## src/rtl/ptp_servo_pkg.sv

```systemverilog
package ptp_servo_pkg;

    typedef enum logic [2:0] {
        ST_IDLE,
        ST_PREP,
        ST_MUL,
        ST_DIV,
        ST_WRITE
    } servo_state_t;

endpackage

```

## src/rtl/ptp_seq_mul.sv

```systemverilog
module ptp_seq_mul #(
    parameter int A_W = 32,
    parameter int B_W = 33
) (
    input  logic               clk,
    input  logic               rst_n,
    input  logic               start,
    input  logic [A_W-1:0]     a,
    input  logic [B_W-1:0]     b,
    output logic               done,
    output logic [A_W+B_W-1:0] product
);
    localparam int P_W   = A_W + B_W;
    localparam int CNT_W = $clog2(B_W + 1);

    logic             running;
    logic [CNT_W-1:0] cnt;
    logic [P_W-1:0]   mcand;
    logic [B_W-1:0]   mplier;

    always_ff @(posedge clk) begin
        if (!rst_n) begin
            running <= 1'b0;
            cnt     <= '0;
            mcand   <= '0;
            mplier  <= '0;
            product <= '0;
            done    <= 1'b0;
        end else begin
            done <= 1'b0;
            if (start) begin
                running <= 1'b1;
                cnt     <= CNT_W'(B_W);
                mcand   <= {{B_W{1'b0}}, a};
                mplier  <= b;
                product <= '0;
            end else if (running) begin
                if (mplier[0]) begin
                    product <= product + mcand;
                end
                mcand  <= mcand << 1;
                mplier <= mplier >> 1;
                cnt    <= cnt - 1'b1;
                if (cnt == CNT_W'(1)) begin
                    running <= 1'b0;
                    done    <= 1'b1;
                end
            end
        end
    end


    mul_count_live_chk: assert property (@(posedge clk) disable iff (!rst_n)
        running |-> (cnt != '0));


    mul_done_idle_chk: assert property (@(posedge clk) disable iff (!rst_n)
        done |-> !running);

endmodule

```

## src/rtl/ptp_seq_div.sv

```systemverilog
module ptp_seq_div #(
    parameter int N_W = 65,
    parameter int D_W = 32
) (
    input  logic           clk,
    input  logic           rst_n,
    input  logic           start,
    input  logic [N_W-1:0] dividend,
    input  logic [D_W-1:0] divisor,
    output logic           done,
    output logic [N_W-1:0] quotient
);
    localparam int CNT_W = $clog2(N_W + 1);

    logic             running;
    logic [CNT_W-1:0] cnt;
    logic [D_W-1:0]   rem;
    logic [D_W-1:0]   den;
    logic [D_W:0]     trial;
    logic [D_W:0]     diff;
    logic             fits;

    always_comb begin
        trial = {rem, quotient[N_W-1]};
        fits  = (trial >= {1'b0, den});
        diff  = trial - {1'b0, den};
    end

    always_ff @(posedge clk) begin
        if (!rst_n) begin
            running  <= 1'b0;
            cnt      <= '0;
            rem      <= '0;
            den      <= '0;
            quotient <= '0;
            done     <= 1'b0;
        end else begin
            done <= 1'b0;
            if (start) begin
                running  <= 1'b1;
                cnt      <= CNT_W'(N_W);
                rem      <= '0;
                den      <= divisor;
                quotient <= dividend;
            end else if (running) begin
                rem      <= fits ? diff[D_W-1:0] : trial[D_W-1:0];
                quotient <= {quotient[N_W-2:0], fits};
                cnt      <= cnt - 1'b1;
                if (cnt == CNT_W'(1)) begin
                    running <= 1'b0;
                    done    <= 1'b1;
                end
            end
        end
    end

    // the control never starts a division by zero, so the partial remainder stays below the divisor
    rem_bound_chk: assert property (@(posedge clk) disable iff (!rst_n)
        running |-> (rem < den));


    div_done_idle_chk: assert property (@(posedge clk) disable iff (!rst_n)
        done |-> !running);

endmodule

```

## src/rtl/ptp_phase_accum.sv

```systemverilog
module ptp_phase_accum #(
    parameter int ADD_W    = 32,
    parameter int SUBSEC_W = 32
) (
    input  logic                clk,
    input  logic                rst_n,
    input  logic [ADD_W-1:0]    addend,
    output logic [SUBSEC_W-1:0] local_time
);
    logic [ADD_W-1:0] phase;
    logic [ADD_W:0]   sum;

    always_comb sum = {1'b0, phase} + {1'b0, addend};

    always_ff @(posedge clk) begin
        if (!rst_n) begin
            phase      <= '0;
            local_time <= '0;
        end else begin
            phase <= sum[ADD_W-1:0];
            if (sum[ADD_W]) begin
                local_time <= local_time + 1'b1;
            end
        end
    end


    time_step_chk: assert property (@(posedge clk) disable iff (!rst_n)
        (SUBSEC_W'(local_time - $past(local_time)) <= SUBSEC_W'(1)));

endmodule

```

## src/rtl/ptp_addend_servo.sv

```systemverilog
module ptp_addend_servo
    import ptp_servo_pkg::*;
#(
    parameter int TS_W      = 32,
    parameter int ADD_W     = 32,
    parameter int SUBSEC_W  = 32,
    parameter int DIV_RATIO = 50
) (
    input  logic                clk,
    input  logic                rst_n,
    input  logic                sync_valid,
    input  logic [TS_W-1:0]     sync_tx_time,
    input  logic [TS_W-1:0]     sync_path_delay,
    input  logic [TS_W-1:0]     sync_rx_time,
    output logic [ADD_W-1:0]    addend,
    output logic                busy,
    output logic                calc_error,
    output logic [SUBSEC_W-1:0] local_time
);
    localparam int NUM_W  = TS_W + 2;
    localparam int MAG_W  = TS_W + 1;
    localparam int PROD_W = ADD_W + MAG_W;
    localparam logic [ADD_W:0]   FULL_SCALE  = {1'b1, {ADD_W{1'b0}}};
    localparam logic [ADD_W:0]   INIT_WIDE   = FULL_SCALE / (ADD_W+1)'(DIV_RATIO);
    localparam logic [ADD_W-1:0] INIT_ADDEND = INIT_WIDE[ADD_W-1:0];

    servo_state_t state, state_nx;

    logic [TS_W-1:0]   prev_mct;
    logic [TS_W-1:0]   prev_rx;
    logic              have_prev;
    logic [TS_W-1:0]   m_cnt;
    logic [TS_W-1:0]   s_cnt;
    logic [TS_W-1:0]   cur_mct;
    logic [NUM_W-1:0]  scale_num;
    logic              reject;
    logic              mul_start;
    logic              mul_done;
    logic [PROD_W-1:0] product;
    logic              div_start;
    logic              div_done;
    logic [PROD_W-1:0] quotient;
    logic              too_wide;

    // Datapath helpers
    always_comb begin
        cur_mct   = sync_tx_time + sync_path_delay;
        scale_num = {1'b0, m_cnt, 1'b0} - {2'b00, s_cnt};
        reject    = (s_cnt == '0) || scale_num[NUM_W-1];
        too_wide  = |quotient[PROD_W-1:ADD_W];
        mul_start = (state == ST_PREP) && !reject;
        div_start = (state == ST_MUL) && mul_done;
        busy      = (state != ST_IDLE);
    end

    // State register
    always_ff @(posedge clk) begin
        if (!rst_n) begin
            state <= ST_IDLE;
        end else begin
            state <= state_nx;
        end
    end

    // Transitions
    always_comb begin
        state_nx = state;
        unique case (state)
            ST_IDLE:  if (sync_valid && have_prev) state_nx = ST_PREP;
            ST_PREP:  state_nx = reject ? ST_IDLE : ST_MUL;
            ST_MUL:   if (mul_done) state_nx = ST_DIV;
            ST_DIV:   if (div_done) state_nx = ST_WRITE;
            ST_WRITE: state_nx = ST_IDLE;
            default:  state_nx = ST_IDLE;
        endcase
    end

    // Outputs and stored timestamps
    always_ff @(posedge clk) begin
        if (!rst_n) begin
            prev_mct   <= '0;
            prev_rx    <= '0;
            have_prev  <= 1'b0;
            m_cnt      <= '0;
            s_cnt      <= '0;
            addend     <= INIT_ADDEND;
            calc_error <= 1'b0;
        end else begin
            calc_error <= 1'b0;
            unique case (state)
                ST_IDLE: begin
                    if (sync_valid) begin
                        m_cnt     <= cur_mct - prev_mct;
                        s_cnt     <= sync_rx_time - prev_rx;
                        prev_mct  <= cur_mct;
                        prev_rx   <= sync_rx_time;
                        have_prev <= 1'b1;
                    end
                end
                ST_PREP: begin
                    if (reject) calc_error <= 1'b1;
                end
                ST_WRITE: begin
                    if (too_wide) calc_error <= 1'b1;
                    else          addend     <= quotient[ADD_W-1:0];
                end
                default: ;
            endcase
        end
    end

    ptp_seq_mul #(.A_W(ADD_W), .B_W(MAG_W)) u_mul (
        .clk     (clk),
        .rst_n   (rst_n),
        .start   (mul_start),
        .a       (addend),
        .b       (scale_num[MAG_W-1:0]),
        .done    (mul_done),
        .product (product)
    );

    ptp_seq_div #(.N_W(PROD_W), .D_W(TS_W)) u_div (
        .clk      (clk),
        .rst_n    (rst_n),
        .start    (div_start),
        .dividend (product),
        .divisor  (s_cnt),
        .done     (div_done),
        .quotient (quotient)
    );

    ptp_phase_accum #(.ADD_W(ADD_W), .SUBSEC_W(SUBSEC_W)) u_acc (
        .clk        (clk),
        .rst_n      (rst_n),
        .addend     (addend),
        .local_time (local_time)
    );


    addend_hold_chk: assert property (@(posedge clk) disable iff (!rst_n)
        !$stable(addend) |-> $fell(busy));


    err_pulse_chk: assert property (@(posedge clk) disable iff (!rst_n)
        calc_error |=> !calc_error);


    err_idle_chk: assert property (@(posedge clk) disable iff (!rst_n)
        calc_error |-> !busy);


    prev_hold_chk: assert property (@(posedge clk) disable iff (!rst_n)
        (busy && $past(busy)) |-> ($stable(prev_rx) && $stable(prev_mct)));

endmodule

```

## config.mk

```make
export PLATFORM = sky130hd
export DESIGN_NAME = ptp_addend_servo
export DESIGN_NICKNAME = d
export VERILOG_FILES = /design/src/rtl/ptp_servo_pkg.sv /design/src/rtl/ptp_seq_mul.sv /design/src/rtl/ptp_seq_div.sv /design/src/rtl/ptp_phase_accum.sv /design/src/rtl/ptp_addend_servo.sv
export SDC_FILE = /design/constraint.sdc
export NUM_CORES = 2
export LEC_CHECK = 0
export BUFFER_PORTS_ARGS = -buffer_cell sky130_fd_sc_hd__buf_2
export CORE_MARGIN = 4
export CORE_UTILIZATION = 50
export CTS_CLUSTER_SIZE = 28
export DETAILED_ROUTE_END_ITERATION = 6
export HOLD_SLACK_MARGIN = 0.1
export PLACE_DENSITY = 0.7
export SYNTH_ARGS = -nofsm -noshare
export SYNTH_HDL_FRONTEND = slang
export SYNTH_SLANG_ARGS = --single-unit
```

## constraint.sdc

```tcl
create_clock -name clk -period 4.3 [get_ports clk]
set_clock_uncertainty 0.05 [all_clocks]
set_input_delay 0.215 -clock clk [delete_from_list [all_inputs] [get_ports clk]]
set_output_delay 0.215 -clock clk [all_outputs]
set_load 0.03 [all_outputs]
```

# == Word-level counts from Yosys, hierarchy flattened ==
# Index checks and enable logic that the tools add are counted.
# op_classes
n_addsub,10
magnitude_cmp,1
n_eq_ne,9
n_mux,27
bitwise,4
n_reduce_logical,19
# op_table
op,n
two-way mux 65 bit,2
two-way mux 32 bit,3
subtractor 32 bit,3
two-way mux 33 bit,2
adder 65 bit,1
subtractor 33 x 32 -> 34 bit,1
adder 32 x 32 -> 33 bit,1
greater-or-equal comparator 33 x 32 -> 1 bit,1
OR reduction 33 bit,1
adder 32 x 1 -> 32 bit (second input constant),1
adder 32 bit,1
logical NOT 32 bit,1
two-way mux 7 bit,2
two-way mux 6 bit,2
one-hot mux 3 bit (4 select lines),1
two-way mux 1 bit,10
two-way mux 3 bit,3
== test 7 x 1 -> 1 bit (second input constant),1
subtractor 7 x 1 -> 7 bit (second input constant),1
== test 3 x 2 -> 1 bit (second input constant),2
== test 6 x 1 -> 1 bit (second input constant),1
AND reduction 2 bit,3
OR reduction 3 bit,2
subtractor 6 x 1 -> 6 bit (second input constant),1
other kinds (15),23
# totals
register_bits,538
wordCells,95

# == Longest topological paths before layout ==
# depth
ltp_word,5
mapped_depth,24

# == Cells and area by module ==
# A second synthesis with hierarchy kept.
# hier_totals
hier_cells,4525
area_unflattened_um2,35566.6
# by_module_without_submodules
module,n_inst,cells_per_inst,area_per_inst_um2
ptp_addend_servo,1,1711,12731.0
ptp_seq_mul,1,1323,10573.9
ptp_seq_div,1,977,8026.4
ptp_phase_accum,1,514,4235.3

# == Least setup slack after synthesis ==
# OpenSTA, ideal clock, no wires.
# synth_timing
kind,input-to-reg
start,input port sync_tx_time[3]
end,register m_cnt[30]
setup_ns,0.095
arrival_ns,4.203
required_ns,4.155
slack_ns,-0.049
path_stages,20
path_cell_list,ha_1 -> a21oi_1 -> nor2b_1 -> a311oi_1 -> a211oi_1 -> or3_1 -> a21oi_1 -> xnor2_1 -> ha_1 -> clkbuf_1 -> a21o_1 -> a21o_1 -> a21oi_1 -> o21ai_1 -> o21ai_1 -> o41ai_1 -> a41oi_1 -> a21oi_1 -> a41oi_1 -> o311ai_1
# synth_between
elab_chain_len,2
# synth_lines
item,line,text
from (decl),ptp_addend_servo.sv:12,"input logic [TS_W-1:0] sync_tx_time,"
adder 32 bit,ptp_addend_servo.sv:47,cur_mct = sync_tx_time + sync_path_delay;
named net cur_mct[11],ptp_addend_servo.sv:34,logic [TS_W-1:0] cur_mct;
subtractor 32 bit,ptp_addend_servo.sv:93,m_cnt <= cur_mct - prev_mct;
to (signal assigned),ptp_addend_servo.sv:93,
to (decl),ptp_addend_servo.sv:32,logic [TS_W-1:0] m_cnt;
# The timed path passes the listed nets, and every way through them passes these cells.
# A chain may end at the register's enable or synchronous reset.

# == Worst setup path after layout ==
# layout_timing
start,register addend[0]
end,register u_acc.local_time[17]
# layout_between
elab_chain_len,1
# layout_lines
item,line,text
from (decl),ptp_addend_servo.sv:15,"output logic [ADD_W-1:0] addend,"
from (signal assigned),ptp_addend_servo.sv:105,else addend <= quotient[ADD_W-1:0];
adder 32 x 32 -> 33 bit,ptp_phase_accum.sv:13,"always_comb sum = {1'b0, phase} + {1'b0, addend};"
to (signal assigned),ptp_phase_accum.sv:22,local_time <= local_time + 1'b1;
to (decl),ptp_phase_accum.sv:8,output logic [SUBSEC_W-1:0] local_time
# No other way between the ends.

==> impl_metrics.py <==
metrics = {
    "timing": {
        "drv_slew": 0,
        "setup_ws_ns": 0.263,
        "max_clock_freq_ghz": 0.248,
        "setup_viol": 0,
        "slew_headroom": 0.0565,
        "hold_viol_final": 0,
        "post-route-period-util": 0.939,
        "worst_slew_pin_slew_ns": 1.42,
        "period_needed_ns": 4.04,
        "rsz0062_at_grt": "no",
        "tns_ns": 0,
        "hold_slack_ns": 0.132,
    },
    "setup_path": {
        "critical_path.max_stage_delay_ns": 0.63,
        "cp-start-kind": "flop",
        "crit_chain": "ha_1, inv_1, fa_1, nor2b_2, o21a_1, o21ai_1, a31o_1, a21boi_2, o41ai_1, buf_4, a211oi_4, o2111ai_4, a2111o_2, or3_1, a21oi_1",
        "crit_arrival_ns": 4.50,
        "cpMaxStageDelayCell": "a2111o_2",
        "cp_max_fo": 7,
        "path_class": "flop to flop",
        "required_ns": 4.77,
        "endpoint_kind": "flop",
    },
    "die": {
        "die_h_um": 268,
        "initial_core_util": 0.504,
        "die_area_mm2": 0.0719,
        "pin_count": 165,
        "die_x_um": 268,
        "coreArea_mm2": 0.0672,
        "core.rowCount": 95,
    },
    "synthesis": {
        "seq_area_frac_synth": 0.318,
        "synthArstFlopShare": 0,
        "synthTopCellsByArea": "dfxtp_1, ha_1, a21oi_1",
        "synth_top_area_share": 0.318,
        "ys_top_cells_by_count": "dfxtp_1, nand2_1, nor2_1, a21oi_1, ha_1",
        "syn_area_per_cell_um2": 7.92,
        "yosys.area.top_type": "dfxtp_1",
        "synth_edf_count": 0,
        "synth_cells": 4275,
        "syn_nets": 4638,
        "ys_warn_count": 0,
        "ys_types": 80,
        "yosys_register_bits": 538,
        "syn_area_mm2": 0.0339,
        "synth_ff_type": "dfxtp_1",
        "yosysMostFrequentCell": "dfxtp_1",
    },
    "cells_and_area": {
        "final_util": 0.581,
        "syn2layout_area_growth_pct": 15.2,
        "nets": 4861,
        "final_layout_size_suffix_gt1_frac": 0.102,
        "finalInstanceArea_mm2": 0.0390,
        "fin_cells": 5418,
        "antenna_cells": 0,
    },
    "global_route": {
        "grt_pass1_wl_um": 143000,
        "grt_overflow": 0,
        "grt_max_degree": 121,
        "antenna_found_initial": 0,
        "track_usage": 0.233,
        "grt_pass1_vias": 28800,
    },
    "pwr": {
        "vdd_drop_max_uv": 295,
        "cellLeakagePower_nw": 16.3,
        "powerDensity_mw_per_mm2": 390,
        "p_total_mw": 15.2,
    },
    "status": {
        "outcome": "finished, final reports clean",
    },
    "placed_design": {
        "placed_cell_area_mm2": 0.0362,
        "place.gp.congestion": 0.917,
        "dp.cells": 5245,
        "dpl.hpwl_um": 61800,
        "post-place-ws_ns": -0.470,
        "port_buffers": 164,
    },
    "cts": {
        "cts_sinks": 538,
        "cts_tree": "built",
        "worstSkewPairLatency_ns": 0.63,
        "h-tree-depth": 2,
        "cts_buffers": 60,
        "clkTransAtPathRegs_ns": 0.06,
        "root_buffer": "clkbuf_16",
        "clk_path_buf_depth": 3,
    },
    "drt": {
        "wl_um": 86600,
        "drtAntennaViolNets": 0,
        "drt-initial-drc-count": 1844,
        "routedWlPerCell_um": 16.0,
        "vias_per_cell": 5.59,
        "vias": 30300,
        "drc": 0,
        "dr.pass1.iters": 5,
    },
    "flow_run": {
        "cap_violations": 0,
    },
    "worst_hold_path": {
        "min_path_type": "primary input to flop",
    },
}
-- state kept, by name (all words and copies together), names as in the netlist, 33 cells and up --
register        flops
u_div.quotient     65
u_mul.mcand        65
u_mul.mplier       33
u_mul.product      65
-- power breakdown --
group / switching, mW / total (mW) / internal, mW
logic: 2.40 / 4.42 / 2.02
clock network: 2.14 / 5.28 / 3.15
registers: 0.230 / 5.52 / 5.29
-- worst max-delay path: cells and delay by family, from the launching register on --
family / cells / cell delay (ns)
AOI/OAI and AO/OA: 9 / 2.23
adders and majority gates: 2 / 0.57
buffers and inverters: 2 / 0.22
DFF: 1 / 0.35
and+or+nand+nor: 2 / 0.48
-- layer usage --
metal	up-vias	part of all wire	wire length [um]	track usage
li1	15700	-	-	-
met1	14000	0.46	40100	0.303
met2	509	0.47	40800	0.403
met3	146	0.034	2960	0.0271
met4	0	0.032	2760	0.0774
met5	-	0	0	0
-- kinds of logic (layout without fill, tap and decap cells) --
kind of cell,after synthesis,after routing,synth area share
compound gates,1216,1217,0.228
simple gates,1380,1380,0.185
xor+xnor,201,201,0.0520
flops,538,538,0.318
mux,225,225,0.0667
buf+inv,451,720,0.0504
fa+ha+maj,264,264,0.0991
-- repair_timing --
action                                 CTS  global route
endpoints found under the hold margin   76             0
setup endpoints to repair                1            23
pin swaps                                0             6
hold buffers                            62             0
setup buffers                            0             1
gates resized for setup                  1            12
gates cloned                             0             1
-- final cells by class --
cell class                      count  area, um^2
Inverter                          233         882
Timing Repair Buffer              378        2660
Sequential cell                   538       10800
Multi-Input combinational cell   3287       21500
Tap cell                          873        1090
Clock buffer                       82        1720
Clock inverter                     27         324
Fill cell                        6135       28200
-- final timing paths --
path	startpoint	endpoint	slack [ns]	cells after the start
worst max-delay path	addend[0]$_SDFFE_PN1P_	u_acc.local_time[17]$_SDFFE_PN0P_	0.26	15
worst min-delay path	sync_tx_time[27]	prev_mct[27]$_SDFFE_PN0P_	0.13	4
worst max register to register	addend[0]$_SDFFE_PN1P_	u_acc.local_time[17]$_SDFFE_PN0P_	0.26	15
worst min register to register	prev_mct[17]$_SDFFE_PN0P_	prev_mct[17]$_SDFFE_PN0P_	0.40	2
-- placed cells by master, fill, tap and decap left out, drive strengths merged, types with 8 or more instances in the layout --
cell type | synthesis | layout
clkbuf | 188 | 82
o21a | 44 | 44
nand3 | 72 | 72
ha | 257 | 257
nor2 | 452 | 452
xor2 | 66 | 66
o31ai | 14 | 14
dfxtp | 538 | 538
o211ai | 24 | 24
a31oi | 23 | 23
a2111oi | 8 | 8
a21oi | 450 | 450
and3 | 37 | 37
nor4 | 31 | 31
nor2b | 43 | 43
a31o | 11 | 11
nand4 | 61 | 61
a21boi | 14 | 14
nand2b | 36 | 36
mux2i | 219 | 219
nor3 | 65 | 65
dlygate4sd3 | 0 | 62
clkinv | 0 | 17
nand2 | 462 | 462
buf | 30 | 316
nor4b | 9 | 9
inv | 233 | 235
and4 | 10 | 10
xnor2 | 135 | 135
o22ai | 12 | 12
o21ai | 177 | 177
a21o | 128 | 128
a211oi | 193 | 193
or2 | 12 | 12
or3 | 33 | 33
o21bai | 29 | 29
and2 | 22 | 22
nand3b | 10 | 10
nor3b | 11 | 11
a211o | 11 | 11
No activity file was read; power rests on OpenSTA's default activity.
